**src/rtl/llsc_pkg.sv**
```systemverilog
package llsc_pkg;
  typedef enum logic {
    OP_LOAD_LINK  = 1'b0,
    OP_STORE_COND = 1'b1
  } llsc_op_e;

  localparam int unsigned DEF_ADDR_W   = 40;
  localparam int unsigned DEF_GRAN_LSB = 3;
endpackage

```
**src/rtl/llsc_addr_match.sv**
```systemverilog
module llsc_addr_match #(
  parameter int unsigned ADDR_W   = 40,
  parameter int unsigned GRAN_LSB = 3
) (
  input  logic [ADDR_W-1:0] a_i,
  input  logic [ADDR_W-1:0] b_i,
  output logic              eq_o
);
  // Granule compare: low GRAN_LSB bits shifted out
  always_comb eq_o = ((a_i >> GRAN_LSB) == (b_i >> GRAN_LSB));
endmodule

```
**src/rtl/llsc_resv_reg.sv**
```systemverilog
module llsc_resv_reg #(
  parameter int unsigned ADDR_W = 40
) (
  input  logic              clk_i,
  input  logic              rst_ni,
  input  logic              ll_i,
  input  logic              sc_i,
  input  logic              snoop_hit_i,
  input  logic [ADDR_W-1:0] ll_addr_i,
  output logic              flag_o,
  output logic [ADDR_W-1:0] addr_o
);
  logic              flag_q;
  logic [ADDR_W-1:0] addr_q;

  // Priority: load-linked > store-conditional > snoop clear
  always_ff @(posedge clk_i or negedge rst_ni) begin
    if (!rst_ni) begin
      flag_q <= 1'b0;
      addr_q <= '0;
    end else if (ll_i) begin
      flag_q <= 1'b1;
      addr_q <= ll_addr_i;
    end else if (sc_i || snoop_hit_i) begin
      flag_q <= 1'b0;
    end
  end

  assign flag_o = flag_q;
  assign addr_o = addr_q;

  a_r2_ll_sets: assert property (@(posedge clk_i) disable iff (!rst_ni)
    ll_i |=> (flag_q && addr_q == $past(ll_addr_i)));
  a_r5_sc_clears: assert property (@(posedge clk_i) disable iff (!rst_ni)
    (sc_i && !ll_i) |=> !flag_q);
  a_r6_snoop_clears: assert property (@(posedge clk_i) disable iff (!rst_ni)
    (snoop_hit_i && !ll_i) |=> !flag_q);
  a_r7_hold: assert property (@(posedge clk_i) disable iff (!rst_ni)
    (!ll_i && !sc_i && !snoop_hit_i) |=> ($stable(flag_q) && $stable(addr_q)));
endmodule

```
**src/rtl/llsc_sc_gate.sv**
```systemverilog
module llsc_sc_gate (
  input  logic clk_i,
  input  logic rst_ni,
  input  logic sc_i,
  input  logic flag_i,
  input  logic snoop_hit_i,
  output logic we_o,
  output logic ok_o,
  output logic done_o
);
  logic pass;

  // A hitting snoop in the same cycle wins over the store
  always_comb begin
    pass   = sc_i && flag_i && !snoop_hit_i;
    we_o   = pass;
    ok_o   = pass;
    done_o = sc_i;
  end

  a_r4_no_flag_no_write: assert property (@(posedge clk_i) disable iff (!rst_ni)
    (done_o && !flag_i) |-> (!we_o && !ok_o));
  a_r9_snoop_kills_sc: assert property (@(posedge clk_i) disable iff (!rst_ni)
    (sc_i && snoop_hit_i) |-> !we_o);
endmodule

```
**src/rtl/llsc_monitor.sv**
```systemverilog
module llsc_monitor
  import llsc_pkg::*;
#(
  parameter int unsigned ADDR_W   = DEF_ADDR_W,
  parameter int unsigned GRAN_LSB = DEF_GRAN_LSB
) (
  input  logic              clk_i,
  input  logic              rst_ni,
  input  logic              op_valid_i,
  input  logic              op_kind_i,
  input  logic [ADDR_W-1:0] op_addr_i,
  input  logic              snoop_valid_i,
  input  logic [ADDR_W-1:0] snoop_addr_i,
  output logic              mem_we_o,
  output logic              sc_done_o,
  output logic              sc_ok_o
);
  logic              is_ll, is_sc;
  logic              flag;
  logic [ADDR_W-1:0] resv_addr;
  logic              addr_eq, snoop_hit;

  always_comb begin
    is_ll = op_valid_i && (llsc_op_e'(op_kind_i) == OP_LOAD_LINK);
    is_sc = op_valid_i && (llsc_op_e'(op_kind_i) == OP_STORE_COND);
  end

  llsc_addr_match #(.ADDR_W(ADDR_W), .GRAN_LSB(GRAN_LSB)) u_match (
    .a_i  (snoop_addr_i),
    .b_i  (resv_addr),
    .eq_o (addr_eq)
  );

  assign snoop_hit = snoop_valid_i && flag && addr_eq;

  llsc_resv_reg #(.ADDR_W(ADDR_W)) u_resv (
    .clk_i       (clk_i),
    .rst_ni      (rst_ni),
    .ll_i        (is_ll),
    .sc_i        (is_sc),
    .snoop_hit_i (snoop_hit),
    .ll_addr_i   (op_addr_i),
    .flag_o      (flag),
    .addr_o      (resv_addr)
  );

  llsc_sc_gate u_gate (
    .clk_i       (clk_i),
    .rst_ni      (rst_ni),
    .sc_i        (is_sc),
    .flag_i      (flag),
    .snoop_hit_i (snoop_hit),
    .we_o        (mem_we_o),
    .ok_o        (sc_ok_o),
    .done_o      (sc_done_o)
  );

  a_r11_we_only_sc: assert property (@(posedge clk_i) disable iff (!rst_ni)
    mem_we_o |-> (op_valid_i && op_kind_i));
  a_r3_result_matches_we: assert property (@(posedge clk_i) disable iff (!rst_ni)
    sc_ok_o |-> (mem_we_o && sc_done_o));
endmodule

```
**config.mk**
```make
export PLATFORM = sky130hd
export DESIGN_NAME = llsc_monitor
export DESIGN_NICKNAME = d
export VERILOG_FILES = /design/src/rtl/llsc_pkg.sv /design/src/rtl/llsc_addr_match.sv /design/src/rtl/llsc_resv_reg.sv /design/src/rtl/llsc_sc_gate.sv /design/src/rtl/llsc_monitor.sv
export SDC_FILE = /design/constraint.sdc
export NUM_CORES = 1
export LEC_CHECK = 0
export BUFFER_PORTS_ARGS = -buffer_cell sky130_fd_sc_hd__buf_4
export CORE_UTILIZATION = 40
export CTS_CLUSTER_SIZE = 20
export DETAILED_ROUTE_END_ITERATION = 10
export PLACE_DENSITY = 0.75
export SLEW_MARGIN = 40
export SYNTH_ARGS = -nofsm -noshare
export SYNTH_HDL_FRONTEND = slang
export SYNTH_SLANG_ARGS = --single-unit
```
**constraint.sdc**
```tcl
create_clock -name clk_i -period 1.4 [get_ports clk_i]
set_input_delay 0.14 -clock clk_i [delete_from_list [all_inputs] [get_ports clk_i]]
set_output_delay 0.14 -clock clk_i [all_outputs]
set_load 0.02 [all_outputs]
```
**Word level (Yosys, flattened, before mapping)**

Cells that the tools add are included.

- Logic and storage cells: 15
- Register bits: 41
- Output and inout port bits: 3
- Bits of input ports: 85

- Reductions and logical operators: 9
- Mux-type cells: 2
- Equality and inequality tests: 1
- Bitwise logic cells: 1

Operators by type and width:

| kind | number |
|---|---|
| 37-bit == test | 1 |
| 1-bit logical AND | 6 |
| 1-bit two-way mux | 2 |
| 2-bit nonzero test | 1 |
| 1-bit logical NOT | 1 |
| 1-bit logical OR | 1 |
| 1-bit NOT | 1 |

**Depth between registers and ports, before layout**

- Depth after elaboration: 5
- Gate-level depth with buffers: 6
- Mapped depth without buffers: 5

**Hierarchy**

Synthesis repeated with hierarchy kept, for this count alone.

- Cells, all modules: 144
- Area total of the unflattened synthesis: 2178.3 um^2

Modules (own cells, without submodules):

| module | cells an instance | times used | area an instance (um^2) |
|---|---|---|---|
| llsc_resv_reg | 88 | 1 | 1725.4 |
| llsc_addr_match | 50 | 1 | 406.6 |
| llsc_sc_gate | 3 | 1 | 23.8 |
| llsc_monitor | 3 | 1 | 22.5 |

**Worst setup path before layout**

OpenSTA, ideal clock, no wires.

- Path kind: register to output
- From: register u_resv.addr_q[30], in the netlist u_resv.addr_o[30]
- To: output sc_ok_o
- Path buffers: 1
- Arrival time: 1570 ps
- Data required time: 1260 ps
- Slack: -310 ps
- Stages on the path, launching flop included: 7
- Cells stage by stage: dfrtp_1 xor2_1 nor4_1 nand4_1 o41ai_2 nor2_1 buf_4

- Cells in the longest elaborated chain, start to end: 4

Ends and longest elaborated chain:

| what | RTL line | RTL |
|---|---|---|
| start, declared | llsc_resv_reg.sv:14 | `logic [ADDR_W-1:0] addr_q;` |
| start signal, assigned | llsc_resv_reg.sv:23 | `addr_q <= ll_addr_i;` |
| 37-bit == test | llsc_addr_match.sv:10 | `always_comb eq_o = ((a_i >> GRAN_LSB) == (b_i >> GRAN_LSB));` |
| 1-bit logical AND | llsc_monitor.sv:34 | `assign snoop_hit = snoop_valid_i && flag && addr_eq;` |
| 1-bit logical NOT | llsc_sc_gate.sv:15 | `pass = sc_i && flag_i && !snoop_hit_i;` |
| 1-bit logical AND | llsc_sc_gate.sv:15 |  |
| end, declared | llsc_monitor.sv:16 | `output logic sc_ok_o` |

No other way between the ends.

**Worst setup path in the final report**

- From: register u_resv.addr_q[19], in the netlist u_resv.addr_o[19]
- To: output mem_we_o

- Cells in the longest elaborated chain, start to end: 4

Ends and longest elaborated chain:

| what | RTL line | RTL |
|---|---|---|
| 37-bit == test | llsc_addr_match.sv:10 |  |
| 1-bit logical AND | llsc_monitor.sv:34 |  |
| 1-bit logical NOT | llsc_sc_gate.sv:15 |  |
| 1-bit logical AND | llsc_sc_gate.sv:15 |  |
| end, declared | llsc_monitor.sv:14 | `output logic mem_we_o,` |

No other way between the ends.

==> run metrics <==
Remaining Overflow, GRT=0; post-DP HPWL=2.91 mm; failing checks=negative setup slack; # setup viols final=3; RSZ-0062 raised after global routing=true; root buffer cell=clkbuf_8; Place WS=-459 ps; synthesized instance count=135; Worst path max stage delay=390 ps; FMAX=480 MHz; WS Path Type=flop to primary output; Die ar.=0.00486 mm2; Slew headroom=68.1%; post-CTS setup buffer count=0; Worst Hold Class=input pin to flop; fin. max-slew vios=0; CP max FO=2; DRT Wirelength=3.76 mm; crit path DAT=1940 ps; die height=69.7 um; Tot GR Track Use=17.3%; drt wl/cell=13.7 um; remaining antenna violation count=0; CTS H-tree depth=2; Post-Syn Area=0.00183 mm2; vias per std cell=4.79; DR vias=1,313; CTS Buffer Depth=2; synth warn=0; Slowest cell on crit path=dfrtp_1; Buffers on Ports=81; Slew @ Worst Pin=478 ps; CTS tree=done; FF-to-FF Start=u_resv.addr_o[19]; initial DRC count=36; Critical Path Source Type=flop; Initial Util=41.8%; Netlist cell types=15; # Max-Cap Violations=0; Final Hold Fails=0; first-pass GRT wire length=6.50 mm; CORE AREA=0.00438 mm2; Clock Skew=5.04 ps; Final #Nets=306; largest net degree at the start of global routing=39; most common cell after layout, fill and taps aside=buf_4; #FFs+latches synth=38; Final min period=2080 ps; final period utilization=149%; Die W=69.7 um; drc violations=0; mean post-synth cell area=13.6 um2; Leakage Power=1.23 nW; Clock Pin Slew Worst Setup and Hold Paths=70 ps; Routability Congestion=0.789; Mapped Nets=220; WP data required=1260 ps; initial antenna violation count=0; power per cell area=1030 mW/mm2; Critical Path Start=u_resv.addr_o[19]; area grow syn2layout=43.9%; FILL cells=381; ANT cells=0; critical path, cell by cell=xor2_1, nor4_2, nand4_1, o41ai_2, nor2_2, buf_6; Max VDD drop=0.683 mV; Num CTS Buffers=5; hold wc startpoint=op_valid_i; # IOs=88; row cnt=24; commonest cells after routing, fill and taps aside=buf_4 (80), dfrtp_1 (38), mux2_2 (37); final worst slack=-682 ps; Final Power=2.73 mW; run status=finished with violations; Sink Count=38; worst path bufs/invs=1; CP Capture Type=primary output; CP top delay family=simple AND/OR/NAND/NOR gates; first drt pass iteration count=3; share of layout cells above drive strength 1=59.5%; register area share after synthesis=51.8%; via count of the first global-routing pass=1,478; insertion delay to the later sink of the worst-skew pair=280 ps
[layout make-up]
cell class	count	area [um2]	area share, %
Clock buffer	7	86.3	3.27
Sequential cell	38	951	36.0
Inverter	1	3.75	0.142
Clock inverter	1	5.00	0.190
Multi-Input combinational cell	91	875	33.1
Timing Repair Buffer	84	653	24.8
Tap cell	52	65.1	2.47
[layer usage]
layer,GRT usage [%],routed length [um]
met1,20.4,1530
met2,29.8,1940
met3,4.36,211
met4,7.56,75
met5,0,0
[path summary, 6_finish.rpt]
path	to	depth (start not counted)	slack, ps
worst max-delay path	mem_we_o	6	-680
worst min-delay path	u_resv.flag_o	2	60
worst max register to register	u_resv.flag_o	5	-230
worst min register to register	u_resv.addr_o[18]	1	530
max in group asynchronous	u_resv.addr_o[35]	2	700
min in group asynchronous	u_resv.addr_o[26]	2	360
[synthesized netlist by cell type]
master | number | share of area (%)
nand2_1 | 1 | 0.20
mux2_2 | 37 | 23
nand4_1 | 3 | 1.0
nor2b_1 | 1 | 0.34
buf_4 | 1 | 0.41
xor2_1 | 32 | 15
nor2_1 | 1 | 0.20
dfrtp_1 | 38 | 52
o21bai_1 | 1 | 0.41
nor4_1 | 8 | 2.7
o41ai_2 | 1 | 0.89
nand3_1 | 1 | 0.27
xnor2_1 | 5 | 2.4
buf_2 | 4 | 1.1
inv_1 | 1 | 0.20
[cell families after synthesis]
kind of cell,synth area share (%)
DFF,51.8
xor gates and xnor gates,17.7
muxes,22.7
and+or+nand+nor,4.77
buffers and inverters,1.71
AOI/OAI and AO/OA,1.30
[state kept, by name, indices dropped and copies added (netlist names)]
name / flops
u_resv.addr_o: 37
u_resv.flag_o: 1
[what timing repair did]
action	in CTS	in global routing
endpoints found under the hold margin	38	0
endpoints found under the setup margin	3	3
pin swaps	2	1
hold buffers	1	0
resized for setup	4	0
[power by group]
group	internal [mW]	switching, mW
Combinational	0.393	0.209
Clock	0.397	0.364
Sequential	1.26	0.106
Total	2.05	0.679
[through the flow]
step	area (um2)	hold slack (ps)	instances	TNS, ps	util, %
final	2640	59.5	274	-1600	60.2
after floorplan	1840	-156	135	-423	-
after global routing	2640	64.8	274	-1970	60.2
after detailed placement	2520	138	265	-1250	57.4
after global placement	2520	140	265	-1380	57.4
after CTS	2640	45.1	274	-1760	60.2
Note: power is estimated with default switching activity, not from simulation.
